**src/rtl/async_rx_pkg.sv**
```systemverilog
package async_rx_pkg;
  // Strobes passed from bit-timing control to the character datapath
  typedef struct packed {
    logic clearShift;  // a confirmed start: reset shift register and parity
    logic dataBit;     // sample a data bit
    logic parBit;      // sample the parity bit
    logic stopBit;     // sample the stop bit and load the character
    logic lineVal;     // synchronized line value at this sample
  } rxStrobe_t;
endpackage

```
**src/rtl/async_rx_ctrl.sv**
```systemverilog
module async_rx_ctrl #(
  parameter int MAX_FACTOR = 64,
  parameter int DATA_MAX   = 8
) (
  input  logic                    clk,
  input  logic                    rstN,
  input  logic                    sampleTick,
  input  logic                    rxLine,
  input  logic [1:0]              baudSel,
  input  logic [1:0]              charLen,
  input  logic                    parityEn,
  output async_rx_pkg::rxStrobe_t stb
);
  localparam int CNT_W = $clog2(MAX_FACTOR);
  localparam int BIT_W = $clog2(DATA_MAX);
  localparam int MIN_LEN = DATA_MAX - 3;

  typedef enum logic [2:0] {S_IDLE, S_START, S_DATA, S_PAR, S_STOP} rxState_t;

  rxState_t state;
  logic lineS1, lineS2, lastLine;
  logic [CNT_W-1:0] tickCnt;
  logic [BIT_W-1:0] bitCnt;
  logic [CNT_W-1:0] fullM1, halfM1;
  logic [BIT_W-1:0] lenM1;
  logic bitEnd, halfEnd, startSeen;

  // Bit-time limits for each baud factor
  always_comb begin
    unique case (baudSel)
      2'd0:    begin fullM1 = CNT_W'(0);  halfM1 = CNT_W'(0); end
      2'd1:    begin fullM1 = CNT_W'(15); halfM1 = CNT_W'(7); end
      default: begin fullM1 = CNT_W'(MAX_FACTOR - 1); halfM1 = CNT_W'(MAX_FACTOR/2 - 1); end
    endcase
    lenM1 = BIT_W'(MIN_LEN - 1) + BIT_W'(charLen);
  end

  assign bitEnd    = sampleTick && (tickCnt == fullM1);
  assign halfEnd   = sampleTick && (tickCnt == halfM1);
  assign startSeen = sampleTick && lastLine && !lineS2;

  always_comb begin
    stb = '0;
    stb.lineVal = lineS2;
    unique case (state)
      S_IDLE:  stb.clearShift = startSeen && (baudSel == 2'd0);
      S_START: stb.clearShift = halfEnd && !lineS2;
      S_DATA:  stb.dataBit    = bitEnd;
      S_PAR:   stb.parBit     = bitEnd;
      S_STOP:  stb.stopBit    = bitEnd;
      default: stb = '0;
    endcase
  end

  always_ff @(posedge clk or negedge rstN) begin
    if (!rstN) begin
      lineS1   <= 1'b1;
      lineS2   <= 1'b1;
      lastLine <= 1'b1;
      state    <= S_IDLE;
      tickCnt  <= '0;
      bitCnt   <= '0;
    end else begin
      lineS1 <= rxLine;
      lineS2 <= lineS1;
      unique case (state)
        S_IDLE: if (sampleTick) begin
          lastLine <= lineS2;
          tickCnt  <= '0;
          bitCnt   <= '0;
          if (startSeen) state <= (baudSel == 2'd0) ? S_DATA : S_START;
        end
        S_START: if (sampleTick) begin
          if (halfEnd) begin
            tickCnt <= '0;
            if (lineS2) begin
              state    <= S_IDLE;
              lastLine <= 1'b1;
            end else begin
              state <= S_DATA;
            end
          end else begin
            tickCnt <= tickCnt + 1'b1;
          end
        end
        S_DATA: if (sampleTick) begin
          if (bitEnd) begin
            tickCnt <= '0;
            if (bitCnt == lenM1) begin
              bitCnt <= '0;
              state  <= parityEn ? S_PAR : S_STOP;
            end else begin
              bitCnt <= bitCnt + 1'b1;
            end
          end else begin
            tickCnt <= tickCnt + 1'b1;
          end
        end
        S_PAR: if (sampleTick) begin
          if (bitEnd) begin
            tickCnt <= '0;
            state   <= S_STOP;
          end else begin
            tickCnt <= tickCnt + 1'b1;
          end
        end
        S_STOP: if (sampleTick) begin
          if (bitEnd) begin
            tickCnt  <= '0;
            state    <= S_IDLE;
            lastLine <= lineS2;
          end else begin
            tickCnt <= tickCnt + 1'b1;
          end
        end
        default: state <= S_IDLE;
      endcase
    end
  end
endmodule

```
**src/rtl/async_rx_dpath.sv**
```systemverilog
module async_rx_dpath #(
  parameter int DATA_MAX = 8
) (
  input  logic                    clk,
  input  logic                    rstN,
  input  async_rx_pkg::rxStrobe_t stb,
  input  logic [1:0]              charLen,
  input  logic                    parityEn,
  input  logic                    parityOdd,
  input  logic                    rdStrobe,
  input  logic                    errClear,
  output logic [DATA_MAX-1:0]     rxData,
  output logic                    rxReady,
  output logic                    parityErr,
  output logic                    frameErr,
  output logic                    overrunErr
);
  localparam int SH_W = $clog2(DATA_MAX);
  localparam int MAX_SHIFT = 3;

  logic [DATA_MAX-1:0] shiftReg, aligned;
  logic parAcc, parBad;
  logic [SH_W-1:0] shAmt;

  // Bits arrive LSB first at the top, so a short character sits high: right-justify it
  assign shAmt   = SH_W'(MAX_SHIFT) - SH_W'(charLen);
  assign aligned = shiftReg >> shAmt;

  always_ff @(posedge clk or negedge rstN) begin
    if (!rstN) begin
      shiftReg   <= '0;
      parAcc     <= 1'b0;
      parBad     <= 1'b0;
      rxData     <= '0;
      rxReady    <= 1'b0;
      parityErr  <= 1'b0;
      frameErr   <= 1'b0;
      overrunErr <= 1'b0;
    end else begin
      if (stb.clearShift) begin
        shiftReg <= '0;
        parAcc   <= 1'b0;
        parBad   <= 1'b0;
      end
      if (stb.dataBit) begin
        shiftReg <= {stb.lineVal, shiftReg[DATA_MAX-1:1]};
        parAcc   <= parAcc ^ stb.lineVal;
      end
      if (stb.parBit) parBad <= parAcc ^ stb.lineVal ^ parityOdd;
      if (stb.stopBit) begin
        rxData  <= aligned;
        rxReady <= 1'b1;
      end else if (rdStrobe) begin
        rxReady <= 1'b0;
      end
      overrunErr <= (overrunErr & ~errClear) | (stb.stopBit & rxReady & ~rdStrobe);
      frameErr   <= (frameErr & ~errClear) | (stb.stopBit & ~stb.lineVal);
      parityErr  <= (parityErr & ~errClear) | (stb.stopBit & parityEn & parBad);
    end
  end
endmodule

```
**src/rtl/async_char_rx.sv**
```systemverilog
module async_char_rx #(
  parameter int MAX_FACTOR = 64,
  parameter int DATA_MAX   = 8
) (
  input  logic                clk,
  input  logic                rstN,
  input  logic                sampleTick,
  input  logic                rxLine,
  input  logic [1:0]          baudSel,
  input  logic [1:0]          charLen,
  input  logic                parityEn,
  input  logic                parityOdd,
  input  logic                rdStrobe,
  input  logic                errClear,
  output logic [DATA_MAX-1:0] rxData,
  output logic                rxReady,
  output logic                parityErr,
  output logic                frameErr,
  output logic                overrunErr
);
  async_rx_pkg::rxStrobe_t stb;

  async_rx_ctrl #(.MAX_FACTOR(MAX_FACTOR), .DATA_MAX(DATA_MAX)) ctrl_i (
    .clk(clk), .rstN(rstN), .sampleTick(sampleTick), .rxLine(rxLine),
    .baudSel(baudSel), .charLen(charLen), .parityEn(parityEn), .stb(stb)
  );

  async_rx_dpath #(.DATA_MAX(DATA_MAX)) dpath_i (
    .clk(clk), .rstN(rstN), .stb(stb), .charLen(charLen),
    .parityEn(parityEn), .parityOdd(parityOdd), .rdStrobe(rdStrobe),
    .errClear(errClear), .rxData(rxData), .rxReady(rxReady),
    .parityErr(parityErr), .frameErr(frameErr), .overrunErr(overrunErr)
  );
endmodule

```
**config.mk**
```make
export PLATFORM = sky130hd
export DESIGN_NAME = async_char_rx
export DESIGN_NICKNAME = d
export VERILOG_FILES = /design/src/rtl/async_rx_pkg.sv /design/src/rtl/async_rx_ctrl.sv /design/src/rtl/async_rx_dpath.sv /design/src/rtl/async_char_rx.sv
export SDC_FILE = /design/constraint.sdc
export NUM_CORES = 1
export LEC_CHECK = 0
export ABC_AREA = 1
export CORE_UTILIZATION = 60
export CTS_CLUSTER_DIAMETER = 200
export CTS_CLUSTER_SIZE = 14
export DETAILED_ROUTE_END_ITERATION = 7
export DONT_BUFFER_PORTS = 1
export MAX_ROUTING_LAYER = met4
export PLACE_DENSITY = 0.76
export SKIP_CTS_REPAIR_TIMING = 1
export SYNTH_ARGS = -nofsm -noshare
export SYNTH_HDL_FRONTEND = slang
export SYNTH_HIERARCHICAL = 1
export SYNTH_SLANG_ARGS = --single-unit
```
**constraint.sdc**
```tcl
create_clock -name clk -period 4.33 [get_ports clk]
set_input_delay 0.866 -clock clk [delete_from_list [all_inputs] [get_ports clk]]
set_output_delay 0.866 -clock clk [all_outputs]
set_load 0.01 [all_outputs]
```
==> results.py <==
metrics = {
    "timing": {
        "final_hold_viol_count": 0,
        "min_period_over_period_pct": 45.9,
        "worst_slew_pin_slew_ps": 363,
        "setup_violations": 0,
        "slew-limit-headroom_pct": 75.8,
        "final_max_slew_viol_count": 0,
        "finalClockSkew_ps": 12.4,
        "grt_setup_unrepaired": "false",
        "final.setup.tns_ps": 0,
        "max_freq_mhz": 503,
        "min_period_ps": 1990,
    },
    "critical_path": {
        "timing.setup.critical_path_class": "reg -> reg",
        "crit_arrival_ps": 2280,
        "worstPathRequired_ps": 4620,
        "critPathCaptureType": "register",
        "path_max_fanout": 11,
        "start_kind": "register",
    },
    "final_layout": {
        "nNetsFinal": 290,
        "multiInputGateArea_mm2": 0.00103,
        "seq_area_um2": 930,
        "diodes": 0,
        "instances_no_fill": 323,
        "drive_above_1_share_pct": 16.2,
        "syn_to_final_growth_pct": 4.70,
        "num-fill-cells": 288,
    },
    "logic_synthesis": {
        "synth_cell_types": 33,
        "yosys.area.top_type": "dfrtp_1",
        "synth_common_cells": "86 x nand2_1, 34 x dfrtp_1, 29 x inv_1, 27 x nand3_1, 13 x nor2_1",
        "synth_edf_count": 0,
        "netlist_instances": 274,
        "post-synth-top-count-cell": "nand2_1",
        "synthArstFlopShare_pct": 100,
        "yosysWarnings": 6,
        "synthTopCellsByArea": "dfrtp_1 39%, nand2_1 15%, nand3_1 6.3%",
        "synthesis.area_mm2": 0.00215,
        "syn_area_per_cell_um2": 7.86,
        "ys.flop_type": "dfrtp_1",
        "synth_nets": 288,
        "seq_area_frac_synth_pct": 43.1,
        "ys_ff_latch": 37,
        "netlist.area_leader.share_pct": 39.5,
    },
    "clock_network": {
        "cts_tree": "built",
        "numCtsBuffers": 5,
        "clk_pin_slew_ps": 130,
        "clock-sinks": 37,
        "clockBufferDepth": 2,
        "htreeDepth": 2,
        "clk_latency_ps": 360,
        "root_buffer": "clkbuf_4",
    },
    "outcome": {
        "status": "finished, final reports clean",
    },
    "detailed_routing": {
        "drt_pass1_iterations": 4,
        "wirelength_um": 4000,
        "num_vias": 1723,
        "wl_per_cell_um": 12.4,
        "ant_nets": 0,
        "drc": 0,
        "drt-vias-per-instance": 5.33,
        "drtIter0Drc": 99,
    },
    "global_routing": {
        "top_usage_layer": "met2",
        "met3_usage_pct": 5.80,
        "met1_usage_pct": 31.7,
        "grt_util_met2_pct": 35.6,
        "antenna_found_initial": 0,
        "grt_pass1_wl_um": 6510,
        "grt.total_usage_pct": 24.2,
        "grt_max_degree": 38,
        "grt_overflow": 0,
        "grt_pass1_vias": 1553,
    },
    "power": {
        "ir_drop_uv": 286,
        "cellPowerDensity_mw_per_mm2": 516,
        "p_leak_uw": 0.00115,
    },
    "placed_design": {
        "numPortBuffers": 0,
        "hpwl_um": 2980,
        "place_congestion": 0.873,
        "dp_cells": 315,
    },
    "worst_hold_path": {
        "hp-class": "in -> async",
    },
    "die": {
        "num_rows": 21,
        "die_w_um": 61.9,
        "design.die.area_mm2": 0.00383,
        "core_mm2": 0.00339,
        "ios": 24,
        "initial_core_util_pct": 63.6,
        "die_y_um": 61.9,
    },
    "run": {
        "max_cap_viol_count": 0,
    },
}
routing by layer:
metal,up-vias,routed length (µm)
met5,-,0
met4,0,63
met3,7,183
met2,38,1790
met1,796,1970
li1,882,-
logic make-up after synthesis:
group           count (synthesis)  synth area share (%)
buf+inv                        43                  8.83
flops                          37                  43.1
simple gates                  157                  36.8
compound gates                 29                  7.61
fa+ha+maj                       2                  1.16
xor+xnor                        6                  2.44
placed cells by master, fill, tap and decap left out:
| cell type | n |
|---|---|
| o211ai_1 | 2 |
| inv_1 | 29 |
| nor3_1 | 2 |
| ha_1 | 2 |
| nand3_1 | 27 |
| xnor2_1 | 1 |
| clkbuf_4 | 5 |
| o21ai_1 | 5 |
| and3_1 | 1 |
| inv_6 | 1 |
| dfrtp_1 | 34 |
| or2_1 | 1 |
| inv_8 | 1 |
| nand2_1 | 86 |
| xor2_1 | 5 |
| o22ai_1 | 11 |
| a21oi_1 | 3 |
| nand2_4 | 5 |
| nand3_4 | 1 |
| o21ai_0 | 8 |
| nor2_2 | 4 |
| nor2_8 | 1 |
| nand2_2 | 7 |
| nand4_1 | 1 |
| nor2_4 | 4 |
| bufinv_16 | 1 |
| dfstp_2 | 3 |
| inv_2 | 7 |
| nand4_2 | 1 |
| nor2_1 | 13 |
| nand2_8 | 1 |
| nand3_2 | 1 |
| inv_4 | 1 |
| clkinv_2 | 1 |
| nand3b_1 | 1 |
critical path: stages, from the launching register on:
cell and delay (ps):
dfrtp_1 510, inv_2 70, o21ai_1 80, nand2_1 90, nor2_4 130, nand3_4 110
nor2_1 260, inv_1 240, nor2_2 260, nand2_1 90, nand3_1 90
sequential cells by signal (all words and copies together) (netlist names), 3 cells and up:
| name | flops |
|---|---|
| ctrl_i/tickCnt | 6 |
| dpath_i/shiftReg | 8 |
| ctrl_i/bitCnt | 3 |
| ctrl_i/state | 3 |
| dpath_i/rxData | 8 |
where the power goes:
group          switching, µW  internal, µW
registers               56.5           423
clock network            125           123
logic                    286           150
total                    467           696
metrics by stage:
stage	hold WS [ps]	setup WS, ps	cell area [µm²]	power [µW]	utilization (%)
floorplan	345	2250	2150	846	-
global placement	346	2060	2170	916	64.2
detailed placement	349	2000	2170	922	64.2
CTS	166	2360	2260	1170	66.6
global route	146	2110	2260	1250	66.6
finish	180	2340	2260	1160	66.6
cell type report:
class | instances | area share (%)
clock buffers | 5 | 1.66
clock inverters | 3 | 1.94
inverters | 38 | 6.77
multi-input cells | 194 | 45.9
flip-flops and latches | 37 | 41.2
well taps | 46 | 2.55
worst paths after layout:
kind,startpoint,to,slack [ps],cells after the start
max in group asynchronous,rstN,ctrl_i/lineS1,3960,0
min in group clk,ctrl_i/lineS1,ctrl_i/lineS2,370,0
setup reg to reg,ctrl_i/tickCnt[3],dpath_i/rxData[2],2340,10
hold / removal,rstN,ctrl_i/state[0],180,0
hold reg to reg,ctrl_i/lineS1,ctrl_i/lineS2,370,0
setup / recovery,ctrl_i/tickCnt[3],dpath_i/rxData[2],2340,10
No activity file was read; power rests on OpenSTA's default activity.
